<file path="src/rtl/eoi_thr_pkg.sv">
package eoi_thr_pkg;

    localparam logic [7:0] EXPL_EOI_VERSION = 8'h20;

    typedef struct packed {
        logic clr;
        logic now;
        logic defer;
    } pin_act_t;

endpackage

</file>
<file path="src/rtl/eoi_intake.sv">
module eoi_intake
    import eoi_thr_pkg::*;
#(
    parameter int VEC_W = 8
) (
    input  logic             clk,
    input  logic             rst_n,
    input  logic             bcast_eoi,
    input  logic             win_eoi,
    input  logic             win_eoi_full_word,
    input  logic [7:0]       ver_id,
    input  logic [VEC_W-1:0] eoi_vec,
    input  logic             scan_busy,
    input  logic             scan_last,
    output logic             launch,
    output logic [VEC_W-1:0] launch_vec
);

    typedef struct packed {
        logic             pend_v;
        logic [VEC_W-1:0] pend_vec;
    } intake_st_t;

    intake_st_t st_d, st_q;
    logic       win_ok;
    logic       take;

    always_comb begin
        st_d       = st_q;
        win_ok     = win_eoi && win_eoi_full_word && (ver_id == EXPL_EOI_VERSION);
        take       = bcast_eoi || win_ok;
        launch     = 1'b0;
        launch_vec = eoi_vec;
        if (!scan_busy) begin
            launch = take;
        end else if (scan_last) begin
            if (st_q.pend_v) begin
                launch        = 1'b1;
                launch_vec    = st_q.pend_vec;
                st_d.pend_v   = take;
                st_d.pend_vec = eoi_vec;
            end else begin
                launch = take;
            end
        end else if (take && !st_q.pend_v) begin
            st_d.pend_v   = 1'b1;
            st_d.pend_vec = eoi_vec;
        end
    end

    always_ff @(posedge clk) begin
        if (!rst_n) begin
            st_q <= '0;
        end else begin
            st_q <= st_d;
        end
    end

    AST_WIN_GATE: assert property (@(posedge clk) disable iff (!rst_n)
        (!scan_busy && !bcast_eoi && win_eoi && !win_eoi_full_word) |-> !launch);

    AST_QUEUE_HOLD: assert property (@(posedge clk) disable iff (!rst_n)
        (scan_busy && !scan_last && st_q.pend_v) |=> (st_q.pend_v && st_q.pend_vec == $past(st_q.pend_vec)));

endmodule

</file>
<file path="src/rtl/eoi_scanner.sv">
module eoi_scanner
    import eoi_thr_pkg::*;
#(
    parameter int NUM_PINS    = 24,
    parameter int VEC_W       = 8,
    parameter int CNT_W       = 14,
    parameter int STORM_LIMIT = 10000,
    localparam int IDX_W      = (NUM_PINS > 1) ? $clog2(NUM_PINS) : 1
) (
    input  logic                clk,
    input  logic                rst_n,
    input  logic                launch,
    input  logic [VEC_W-1:0]    launch_vec,
    output logic                scan_busy,
    output logic                scan_last,
    output logic [IDX_W-1:0]    rd_idx,
    input  logic [VEC_W-1:0]    rd_vec,
    input  logic                rd_level,
    input  logic                rd_masked,
    input  logic                rd_rirr,
    input  logic [NUM_PINS-1:0] irr_lines,
    input  logic                cnt_clr,
    input  logic [IDX_W-1:0]    cnt_clr_idx,
    output logic                rirr_clr,
    output logic [IDX_W-1:0]    rirr_clr_idx,
    output logic                svc_now,
    output logic                defer_req
);

    localparam logic [IDX_W-1:0] LAST_IDX = IDX_W'(NUM_PINS - 1);
    localparam logic [CNT_W-1:0] LIMIT_C  = CNT_W'(STORM_LIMIT);

    typedef struct packed {
        logic                           busy;
        logic [IDX_W-1:0]               idx;
        logic [VEC_W-1:0]               vec;
        logic [NUM_PINS-1:0][CNT_W-1:0] cnt;
        logic                           clr_v;
        logic [IDX_W-1:0]               clr_idx;
        logic                           now_v;
    } scan_st_t;

    scan_st_t   st_d, st_q;
    pin_act_t   act;
    logic       hit;
    logic [CNT_W-1:0] cnt_inc;

    always_comb begin
        st_d      = st_q;
        act       = '0;
        hit       = st_q.busy && rd_level && (rd_vec == st_q.vec) && rd_rirr;
        cnt_inc   = st_q.cnt[st_q.idx] + CNT_W'(1);
        st_d.clr_v   = 1'b0;
        st_d.now_v   = 1'b0;
        st_d.clr_idx = st_q.idx;

        if (hit) begin
            act.clr = 1'b1;
            if (!rd_masked && irr_lines[st_q.idx]) begin
                if (cnt_inc >= LIMIT_C) begin
                    act.defer = 1'b1;
                    st_d.cnt[st_q.idx] = '0;
                end else begin
                    act.now = 1'b1;
                    st_d.cnt[st_q.idx] = cnt_inc;
                end
            end else begin
                st_d.cnt[st_q.idx] = '0;
            end
        end
        st_d.clr_v = act.clr;
        st_d.now_v = act.now;

        if (cnt_clr && (int'(cnt_clr_idx) < NUM_PINS)) begin
            st_d.cnt[cnt_clr_idx] = '0;
        end

        if (launch) begin
            st_d.busy = 1'b1;
            st_d.idx  = '0;
            st_d.vec  = launch_vec;
        end else if (st_q.busy && st_q.idx == LAST_IDX) begin
            st_d.busy = 1'b0;
            st_d.idx  = '0;
        end else if (st_q.busy) begin
            st_d.idx = st_q.idx + IDX_W'(1);
        end
    end

    always_ff @(posedge clk) begin
        if (!rst_n) begin
            st_q <= '0;
        end else begin
            st_q <= st_d;
        end
    end

    assign scan_busy    = st_q.busy;
    assign scan_last    = st_q.busy && (st_q.idx == LAST_IDX);
    assign rd_idx       = st_q.idx;
    assign rirr_clr     = st_q.clr_v;
    assign rirr_clr_idx = st_q.clr_idx;
    assign svc_now      = st_q.now_v;
    assign defer_req    = act.defer;

    AST_CLR_FROM_MATCH: assert property (@(posedge clk) disable iff (!rst_n)
        rirr_clr |-> $past(rd_level && rd_rirr && rd_vec == st_q.vec && st_q.busy));

    AST_NOW_WITH_CLR: assert property (@(posedge clk) disable iff (!rst_n)
        svc_now |-> (rirr_clr && $past(!rd_masked)));

    AST_CNT_BELOW_LIMIT: assert property (@(posedge clk) disable iff (!rst_n)
        st_q.cnt[st_q.idx] < LIMIT_C);

    AST_CNT_CLEARED: assert property (@(posedge clk) disable iff (!rst_n)
        cnt_clr |=> (st_q.cnt[$past(cnt_clr_idx)] == '0));

    AST_IDX_IN_RANGE: assert property (@(posedge clk) disable iff (!rst_n)
        int'(rd_idx) < NUM_PINS);

endmodule

</file>
<file path="src/rtl/storm_timer.sv">
module storm_timer #(
    parameter int DELAY_CYCLES = 2500000,
    localparam int TW          = $clog2(DELAY_CYCLES + 1)
) (
    input  logic clk,
    input  logic rst_n,
    input  logic defer_req,
    output logic fire
);

    typedef struct packed {
        logic [TW-1:0] tmr;
        logic          fire;
    } tmr_st_t;

    tmr_st_t st_d, st_q;

    always_comb begin
        st_d      = st_q;
        st_d.fire = 1'b0;
        if (st_q.tmr != '0) begin
            st_d.tmr  = st_q.tmr - TW'(1);
            st_d.fire = (st_q.tmr == TW'(1));
        end else if (defer_req) begin
            st_d.tmr = TW'(DELAY_CYCLES);
        end
    end

    always_ff @(posedge clk) begin
        if (!rst_n) begin
            st_q <= '0;
        end else begin
            st_q <= st_d;
        end
    end

    assign fire = st_q.fire;

    AST_KEEP_DEADLINE: assert property (@(posedge clk) disable iff (!rst_n)
        (st_q.tmr > TW'(1) && defer_req) |=> (st_q.tmr == $past(st_q.tmr) - TW'(1)));

    AST_ARM_ON_DEFER: assert property (@(posedge clk) disable iff (!rst_n)
        (st_q.tmr == '0 && defer_req) |=> (st_q.tmr == TW'(DELAY_CYCLES)));

endmodule

</file>
<file path="src/rtl/eoi_throttle_top.sv">
module eoi_throttle_top #(
    parameter int NUM_PINS     = 24,
    parameter int VEC_W        = 8,
    parameter int CNT_W        = 14,
    parameter int STORM_LIMIT  = 10000,
    parameter int DELAY_CYCLES = 2500000,
    localparam int IDX_W       = (NUM_PINS > 1) ? $clog2(NUM_PINS) : 1
) (
    input  logic                clk,
    input  logic                rst_n,
    input  logic                bcast_eoi,
    input  logic                win_eoi,
    input  logic                win_eoi_full_word,
    input  logic [7:0]          ver_id,
    input  logic [VEC_W-1:0]    eoi_vec,
    output logic [IDX_W-1:0]    rd_idx,
    input  logic [VEC_W-1:0]    rd_vec,
    input  logic                rd_level,
    input  logic                rd_masked,
    input  logic                rd_rirr,
    input  logic [NUM_PINS-1:0] irr_lines,
    input  logic                cnt_clr,
    input  logic [IDX_W-1:0]    cnt_clr_idx,
    output logic                rirr_clr,
    output logic [IDX_W-1:0]    rirr_clr_idx,
    output logic                svc_req
);

    logic             scan_busy;
    logic             scan_last;
    logic             launch;
    logic [VEC_W-1:0] launch_vec;
    logic             svc_now;
    logic             defer_req;
    logic             fire;

    eoi_intake #(.VEC_W(VEC_W)) u_intake (
        .clk               (clk),
        .rst_n             (rst_n),
        .bcast_eoi         (bcast_eoi),
        .win_eoi           (win_eoi),
        .win_eoi_full_word (win_eoi_full_word),
        .ver_id            (ver_id),
        .eoi_vec           (eoi_vec),
        .scan_busy         (scan_busy),
        .scan_last         (scan_last),
        .launch            (launch),
        .launch_vec        (launch_vec)
    );

    eoi_scanner #(
        .NUM_PINS    (NUM_PINS),
        .VEC_W       (VEC_W),
        .CNT_W       (CNT_W),
        .STORM_LIMIT (STORM_LIMIT)
    ) u_scan (
        .clk          (clk),
        .rst_n        (rst_n),
        .launch       (launch),
        .launch_vec   (launch_vec),
        .scan_busy    (scan_busy),
        .scan_last    (scan_last),
        .rd_idx       (rd_idx),
        .rd_vec       (rd_vec),
        .rd_level     (rd_level),
        .rd_masked    (rd_masked),
        .rd_rirr      (rd_rirr),
        .irr_lines    (irr_lines),
        .cnt_clr      (cnt_clr),
        .cnt_clr_idx  (cnt_clr_idx),
        .rirr_clr     (rirr_clr),
        .rirr_clr_idx (rirr_clr_idx),
        .svc_now      (svc_now),
        .defer_req    (defer_req)
    );

    storm_timer #(.DELAY_CYCLES(DELAY_CYCLES)) u_timer (
        .clk       (clk),
        .rst_n     (rst_n),
        .defer_req (defer_req),
        .fire      (fire)
    );

    assign svc_req = svc_now | fire;

    AST_NO_REQ_IDLE: assert property (@(posedge clk) disable iff (!rst_n)
        $past(!rst_n) |-> (!svc_req && !rirr_clr));

endmodule

</file>
<file path="config.mk">
export PLATFORM = sky130hd
export DESIGN_NAME = eoi_throttle_top
export DESIGN_NICKNAME = d
export VERILOG_FILES = /design/src/rtl/eoi_thr_pkg.sv /design/src/rtl/eoi_intake.sv /design/src/rtl/eoi_scanner.sv /design/src/rtl/storm_timer.sv /design/src/rtl/eoi_throttle_top.sv
export SDC_FILE = /design/constraint.sdc
export NUM_CORES = 1
export LEC_CHECK = 0
export ABC_CLOCK_PERIOD_IN_PS = 12310
export BUFFER_PORTS_ARGS = -buffer_cell sky130_fd_sc_hd__buf_4
export CAP_MARGIN = 0
export CORE_AREA = 2 2 214 216
export CTS_BUF_LIST = sky130_fd_sc_hd__clkbuf_2
export DETAILED_ROUTE_END_ITERATION = 8
export DIE_AREA = 0 0 216 218
export PLACE_DENSITY = 0.6
export SYNTH_ARGS = -nofsm -noshare
export SYNTH_HDL_FRONTEND = slang
export SYNTH_HIERARCHICAL = 1
export SYNTH_SLANG_ARGS = --single-unit
</file>
<file path="constraint.sdc">
create_clock -name clk -period 12.31 [get_ports clk]
set_clock_uncertainty 0.05 [all_clocks]
set_input_delay 1.231 -clock clk [delete_from_list [all_inputs] [get_ports clk]]
set_output_delay 1.231 -clock clk [all_outputs]
set_load 0.02 [all_outputs]
</file>
==> flow_metrics.env, run 1 <==
export IMPL_cp_cell_sequence="buf_4, nand4bb_1, o22ai_1, nor4_1, nand3_1, ha_1, o41ai_1, a32oi_1, o21ai_2, and2_4, buf_4, o31ai_1"
export IMPL_drtAntennaViolNets=0
export IMPL_fin_nets=2029
export IMPL_finalSetupTns_ns=0
export IMPL_worst_ir_drop_vdd_mv=0.103
export IMPL_path_clk_slew_ns=0.10
export IMPL_multiInputGateArea_mm2=0.00911
export IMPL_use_met3_pct=4.60
export IMPL_routed_wl_um=53500
export IMPL_die_height_um=218
export IMPL_use_met1_pct=28.3
export IMPL_grt_busiest_layer="met2"
export IMPL_synth_top_family_by_area="compound AO/OA/AOI/OAI gates"
export IMPL_power_per_cell_area_mw_per_mm2=134
export IMPL_crit_top_cell="buf_4"
export IMPL_layout_setup_ws_ns=6.06
export IMPL_synth_seq_cells=389
export IMPL_async_flop_share_pct=0
export IMPL_fillers=4406
export IMPL_crit_type="reg -> reg"
export IMPL_hp_class="in -> reg"
export IMPL_rsz0062_at_grt="no"
export IMPL_synth_ff_type="dfxtp_1"
export IMPL_period_share_pct=50.8
export IMPL_syn_avg_cell_area_um2=9.43
export IMPL_synth_simple_gate_area_share_pct=15.0
export IMPL_pre_cts_ws_ns=6.11
export IMPL_critPathBufInv=2
export IMPL_core_area_mm2=0.0449
export IMPL_tightest_slew_ns=1.20
export IMPL_drtPass1Iterations=6
export IMPL_synth_xor_area_share_pct=1.42
export IMPL_vias=15300
export IMPL_fmax_ghz=0.160
export IMPL_synthCells=1884
export IMPL_holdWs_ns=0.370
export IMPL_routed_via_density=5.80
export IMPL_clk_latency_ns=1.08
export IMPL_register_area_mm2=0.00779
export IMPL_dp_hpwl_um=36000
export IMPL_drtIter0Drc=1264
export IMPL_cts_buffers_inserted=100
export IMPL_cpLargestDelayFamily="simple AND/OR/NAND/NOR gates"
export IMPL_rows=78
export IMPL_grt_use_total_pct=22.5
export IMPL_synth_area_mm2=0.0178
export IMPL_grt_start_max_net_pins=121
export IMPL_p_leak_nw=6.64
export IMPL_cts_root_buffer="clkbuf_2"
export IMPL_synth_warnings=6
export IMPL_cp_slowest_stage_delay_ns=0.93
export IMPL_critical_path_slowest_cell="buf_4"
export IMPL_synth_mux_area_share_pct=12.3
export IMPL_grt_pass1_wl_um=83600
export IMPL_crit_fanout=120
export IMPL_ctsResizeCount=0
export IMPL_io_buffers=73
export IMPL_hold_viol=0
export IMPL_routedWlPerCell_um=20.3
export IMPL_cp_arrival_ns=7.09
export IMPL_ys_types=84
export IMPL_cts_tree="yes"
export IMPL_synth_edf_count=0
export IMPL_drv_cap=0
export IMPL_fin_crit_ns=6.25
export IMPL_die_w_um=216
export IMPL_drv_slew=0
export IMPL_ios=74
export IMPL_slew_headroom_pct=19.5
export IMPL_ys_seq_area_share_pct=43.8
export IMPL_clock_sinks=389
export IMPL_postCtsSetupRepairBufs=0
export IMPL_clock_path_buffers=3
export IMPL_crit_path_start_kind="register"
export IMPL_use_met2_pct=37.5
export IMPL_endpoint_kind="register"
export IMPL_area_growth_syn_to_layout_pct=10.7
export IMPL_ctsHoldBuffers=0
export IMPL_synthAdderAreaFrac_pct=0.493
export IMPL_setup_viol=0
export IMPL_die_area_mm2=0.0471
export IMPL_grt_antenna_before_repair=2
export IMPL_grt_pass1_vias=15200
export IMPL_syn_num_nets=1953
export IMPL_gp_routability_congestion=0.859
export IMPL_htreeDepth=3
export IMPL_status="completed"
export IMPL_grt_overflow_total=0
export IMPL_worstPathRequired_ns=13.15
export IMPL_drc_errors=0
export IMPL_start_util_pct=39.6
export IMPL_synth_compound_area_share_pct=21.6
export IMPL_drive_above_1_share_pct=19.3
layout make-up:
class,instances,share of cell area (%)
flip-flops and latches,389,39.6
well taps,600,3.82
clock buffers,154,3.92
multi-input cells,1305,46.3
inverters,35,0.668
clock inverters,18,0.668
diodes,4,0.0509
repair buffers,129,4.92
cells in the final DEF, fill, tap and decap left out, types with 7 or more instances in the layout:
| master | Yosys | final |
|---|---|---|
| a21oi_1 | 59 | 59 |
| a22o_1 | 105 | 105 |
| a31oi_1 | 19 | 18 |
| a32oi_1 | 9 | 9 |
| and2_1 | 8 | 7 |
| and3_1 | 8 | 8 |
| buf_4 | 26 | 129 |
| clkbuf_2 | 0 | 154 |
| clkinv_1 | 1 | 13 |
| dfxtp_1 | 389 | 387 |
| ha_1 | 7 | 7 |
| inv_1 | 34 | 34 |
| mux2_2 | 12 | 12 |
| mux2i_1 | 110 | 110 |
| mux4_2 | 42 | 42 |
| nand2_1 | 316 | 316 |
| nand3_1 | 17 | 17 |
| nor2_1 | 73 | 73 |
| nor2b_1 | 11 | 11 |
| nor3_1 | 35 | 35 |
| nor4_1 | 16 | 15 |
| o21ai_0 | 100 | 100 |
| o22ai_1 | 48 | 48 |
| o31ai_1 | 172 | 172 |
| or3_1 | 8 | 8 |
| xnor2_1 | 14 | 10 |
| xor2_1 | 13 | 11 |
flip-flops by register name, summed over array words and instances, names as in the netlist:
signal / cells
u_scan/st_q: 344
u_timer/st_q: 22
u_intake/st_q: 9
u_scan/rd_idx: 5
u_scan/rirr_clr_idx: 5
u_scan/rirr_clr: 1
u_scan/scan_busy: 1
u_scan/svc_now: 1
u_timer/fire: 1
through the flow:
stage / power, mW / cells / instance area [um2] / util [%]
global placement: 1.76 / 2458 / 18800 / 41.8
detailed placement: 1.77 / 2458 / 18800 / 41.8
CTS: 2.66 / 2630 / 19700 / 43.8
global route: 2.78 / 2634 / 19700 / 43.8
floorplan: 1.67 / 1884 / 17800 / -
finish: 2.64 / 2634 / 19700 / 43.8
report_power, final:
part | internal (mW) | switching [mW]
registers | 1.29 | 0.0418
clock network | 0.369 | 0.530
logic | 0.153 | 0.256
total | 1.81 | 0.828
Yosys cell counts, drive strengths merged (13+ instances only):
master  number  area share [%]
clkbuf      84             1.8
mux2        13            0.82
mux4        42             5.3
a31oi       19            0.67
nor4        19            0.82
xor2        13            0.64
xnor2       15            0.78
a21oi       59             1.7
dfxtp      389              44
nand3       20            0.65
buf         71             2.9
mux2i      110             6.2
nand2      317             6.7
o22ai       50             1.8
nor2        73             1.5
a22o       105             5.2
inv         34            0.72
o31ai      172             7.3
o21ai      101             2.9
nor3        39             1.2
cells by family after synthesis:
logic type,count (synthesis)
muxes,165
and+or+nand+nor,557
AOI/OAI and AO/OA,548
xor gates and xnor gates,28
adders and majority gates,7
buffers and inverters,190
DFF,389
worst paths after layout:
| check | start | to | slack (ns) | cells past startpoint |
|---|---|---|---|---|
| worst max-delay path | u_scan/rd_idx[0]$_SDFFE_PP0P_ | u_scan/st_q[53]$_SDFF_PN0_ | 6.06 | 12 |
| worst min-delay path | eoi_vec[2] | u_intake/st_q[2]$_SDFFE_PN0P_ | 0.37 | 2 |
| worst max register to register | u_scan/rd_idx[0]$_SDFFE_PP0P_ | u_scan/st_q[53]$_SDFF_PN0_ | 6.06 | 12 |
| worst min register to register | u_scan/st_q[14]$_SDFF_PN0_ | u_scan/st_q[14]$_SDFF_PN0_ | 0.41 | 2 |
routing by layer:
| layer | up-vias | share of wire, % |
|---|---|---|
| met5 | - | 0 |
| met4 | 0 | 3.1 |
| met3 | 140 | 6.6 |
| met2 | 557 | 48 |
| met1 | 7418 | 43 |
| li1 | 7165 | - |
Note: power is estimated with default switching activity, not from simulation.
==> inputs of run 2 (changes only) <==
--- a/config.mk
+++ b/config.mk
@@ -5,14 +5,15 @@
 export SDC_FILE = /design/constraint.sdc
 export NUM_CORES = 1
 export LEC_CHECK = 0
-export ABC_CLOCK_PERIOD_IN_PS = 12310
+export ABC_AREA = 1
+export ABC_CLOCK_PERIOD_IN_PS = 5400
 export BUFFER_PORTS_ARGS = -buffer_cell sky130_fd_sc_hd__buf_4
 export CAP_MARGIN = 0
-export CORE_AREA = 2 2 214 216
+export CORE_AREA = 2 2 232 234
 export CTS_BUF_LIST = sky130_fd_sc_hd__clkbuf_2
 export DETAILED_ROUTE_END_ITERATION = 8
-export DIE_AREA = 0 0 216 218
-export PLACE_DENSITY = 0.6
+export DIE_AREA = 0 0 234 236
+export PLACE_DENSITY = 0.62
 export SYNTH_ARGS = -nofsm -noshare
 export SYNTH_HDL_FRONTEND = slang
 export SYNTH_HIERARCHICAL = 1
==> constraint.sdc (replaced) <==
create_clock -name clk -period 5.4 [get_ports clk]
set_clock_uncertainty 0.05 [all_clocks]
set_input_delay 0.54 -clock clk [delete_from_list [all_inputs] [get_ports clk]]
set_output_delay 0.54 -clock clk [all_outputs]
set_load 0.02 [all_outputs]
==> flow_metrics.env, run 2 <==
export IMPL_hp_class="in -> reg"
export IMPL_placed_cells=3975
export IMPL_post_synth_top_area_cell="dfxtp_1"
export IMPL_worst_ir_drop_vdd_mv=0.153
export IMPL_synthCells=3378
export IMPL_ys_seq_area_share_pct=37.4
export IMPL_synth_area_mm2=0.0208
export IMPL_crit_top_cell="nand2_1"
export IMPL_final_core_util_pct=42.9
export IMPL_routed_via_density=5.11
export IMPL_worstPathRequired_ns=6.39
export IMPL_reg2reg_from="u_scan/rd_idx[3]$_SDFFE_PP0P_"
export IMPL_syn_num_nets=3447
export IMPL_hold_viol=0
export IMPL_cp_arrival_ns=6.00
export IMPL_die_area_mm2=0.0552
export IMPL_pwr_share_comb_pct=20.6
export IMPL_grt_use_total_pct=25.1
export IMPL_largest_register="u_scan/st_q"
export IMPL_p_int_mw=4.11
export IMPL_fillers=5757
export IMPL_routedWlPerCell_um=16.8
export IMPL_grt_start_max_net_pins=91
export IMPL_p_sw_mw=2.26
export IMPL_die_w_um=234
export IMPL_drtAntennaViolNets=0
export IMPL_drc_errors=0
export IMPL_grt_overflow_total=0
export IMPL_drv_cap=0
export IMPL_grt_pass1_vias=19400
export IMPL_synth_ff_type="dfxtp_1"
export IMPL_drive_above_1_share_pct=10.2
export IMPL_io_buffers=73
export IMPL_critPathLaunch="u_scan/rd_idx[3]$_SDFFE_PP0P_"
export IMPL_ys_types=45
export IMPL_synthMostInstantiatedCell="nand2_1"
export IMPL_period_share_pct=92.7
export IMPL_largestRegisters="u_scan/st_q (344), u_timer/st_q (22), u_intake/st_q (9)"
export IMPL_power_frac_clock_pct=31.8
export IMPL_postCtsSetupRepairBufs=0
export IMPL_p_leak_nw=8.75
export IMPL_clk_latency_ns=1.12
export IMPL_p_sw_share_pct=35.5
export IMPL_p_seq_share_pct=47.6
export IMPL_dp_hpwl_um=43400
export IMPL_grt_antenna_before_repair=1
export IMPL_fin_nets=3495
export IMPL_drtPass1Iterations=6
export IMPL_cts_tree="yes"
export IMPL_crit_type="reg -> reg"
export IMPL_rsz0062_at_grt="no"
export IMPL_cts_root_buffer="clkbuf_2"
export IMPL_ios=74
export IMPL_cp_slowest_stage_delay_ns=0.73
export IMPL_tightest_slew_ns=1.14
export IMPL_status="completed"
export IMPL_syn_avg_cell_area_um2=6.16
export IMPL_setup_viol=0
export IMPL_clock_sinks=389
export IMPL_gp_routability_congestion=0.942
export IMPL_cts_buffers_inserted=103
export IMPL_r2r_slack_ns=0.39
export IMPL_core_area_mm2=0.0531
export IMPL_finalSetupTns_ns=0
export IMPL_mostFrequentLayoutCell="nand2_1"
export IMPL_cpLargestDelayFamily="simple AND/OR/NAND/NOR gates"
export IMPL_synth_area_leaders="dfxtp_1 (37%), nand2_1 (21%), nor2_1 (11%)"
export IMPL_fin_crit_ns=5.01
export IMPL_endpoint_kind="register"
export IMPL_vias=21500
export IMPL_synth_warnings=6
export IMPL_drtIter0Drc=2281
export IMPL_drv_slew=0
export IMPL_synthTopCellsByCount="nand2_1 (1,159), nor2_1 (635), dfxtp_1 (389)"
export IMPL_crit_fanout=50
export IMPL_synth_seq_cells=389
export IMPL_fmax_ghz=0.200
export IMPL_final_cells=4203
export IMPL_hold_start="cnt_clr_idx[3]"
export IMPL_rows=85
export IMPL_routed_wl_um=70600
export IMPL_critPathBufInv=1
export IMPL_grt_pass1_wl_um=109000
export IMPL_power_per_cell_area_mw_per_mm2=280
export IMPL_path_clk_slew_ns=0.11
export IMPL_area_growth_syn_to_layout_pct=9.49
export IMPL_die_height_um=236
export IMPL_clock_path_buffers=3
export IMPL_crit_path_start_kind="register"
export IMPL_synth_top_cell_area_share_pct=37.4
export IMPL_slew_headroom_pct=23.4
export IMPL_synth_edf_count=0
export IMPL_async_flop_share_pct=0
export IMPL_largest_reg_flops=344
export IMPL_cp_cell_sequence="nand2_1, nor2_2, nand2_1, nand2_1, nor2_1, nand2_4, ha_1, nand2_1, nor2_1, nand3_2, o21ai_1, nand2_2, nand2_1, inv_2, nand2_1, nand2_8, nor3_1, nand4_1, nand2_1, nor2_2, nor2_1"
export IMPL_critical_path_slowest_cell="nor3_1"
export IMPL_htreeDepth=3
export IMPL_start_util_pct=39.2
export IMPL_final_cell_mix="nand2_1 (1,159), nor2_1 (635), dfxtp_1 (387)"
==> run 2: power by group through the flow <==
stage	sequential [mW]	clock (mW)	combinational, mW
floorplan	3.07	0	0.959
global placement	3.09	0	1.27
detailed placement	3.09	0	1.27
CTS	3.03	2.09	1.30
global route	3.04	2.23	1.47
finish	3.03	2.03	1.31
==> run 2: cell type report <==
cell class / instances / area (um2) / share of cell area [%]
Multi-Input combinational cell: 2561 / 11000 / 48.2
Sequential cell: 389 / 7790 / 34.2
Timing Repair Buffer: 175 / 1490 / 6.56
Tap cell: 696 / 871 / 3.82
Clock buffer: 152 / 761 / 3.34
Inverter: 196 / 746 / 3.27
Clock inverter: 32 / 123 / 0.538
Antenna cell: 2 / 5.00 / 0.0220
==> run 2: worst register-to-register path: stages, from the launching register on <==
cell	delay, ns
dfxtp_1	0.70
nand2_1	0.19
nor2_2	0.54
nand2_1	0.16
nand2_1	0.17
nor2_1	0.09
nand2_4	0.31
ha_1	0.28
nand2_1	0.12
nor2_1	0.24
nand3_2	0.14
o21ai_1	0.16
nand2_2	0.06
nand2_1	0.07
inv_2	0.03
nand2_1	0.16
nand2_8	0.26
nor3_1	0.74
nand4_1	0.23
nand2_1	0.12
nor2_2	0.04
nor2_1	0.09
==> run 2: cells by family after synthesis <==
group | synth area share [%]
AND/OR/NAND/NOR | 37.5
AO/OA/AOI/OAI | 14.2
buffers and inverters | 9.96
flip-flops | 37.4
XOR/XNOR | 0.547
adder cells (fa/ha/maj) | 0.421
==> run 2: worst paths after layout <==
| kind | to | cells after the start |
|---|---|---|
| hold / removal | u_scan/st_q[133]$_SDFF_PN0_ | 5 |
| setup / recovery | u_timer/st_q[18]$_SDFFE_PN0P_ | 21 |
| setup reg to reg | u_timer/st_q[18]$_SDFFE_PN0P_ | 21 |
| hold reg to reg | u_scan/st_q[225]$_SDFF_PN0_ | 2 |
==> run 2: timing repair <==
action,4_1_cts,5_1_grt
gates resized for setup,0,0
endpoints found under the hold margin,34,0
setup endpoints to repair,0,0
hold buffers,42,0
==> run 2: through the flow <==
step / worst slack [ns] / total power, mW / area [um2] / hold slack, ns
floorplan: 1.75 / 4.03 / 20800 / 0.391
global placement: 0.466 / 4.36 / 21500 / 0.398
detailed placement: 0.509 / 4.37 / 21500 / 0.402
CTS: 0.486 / 6.42 / 22800 / 0.00706
global route: 0.151 / 6.74 / 22800 / 0.105
finish: 0.394 / 6.37 / 22800 / 0.0874
==> run 2: routing by layer <==
layer  wire [um]  track usage (%)
met5           0                0
met4        2150             9.72
met3        5560             3.99
met2       31600             38.9
met1       31200             34.9
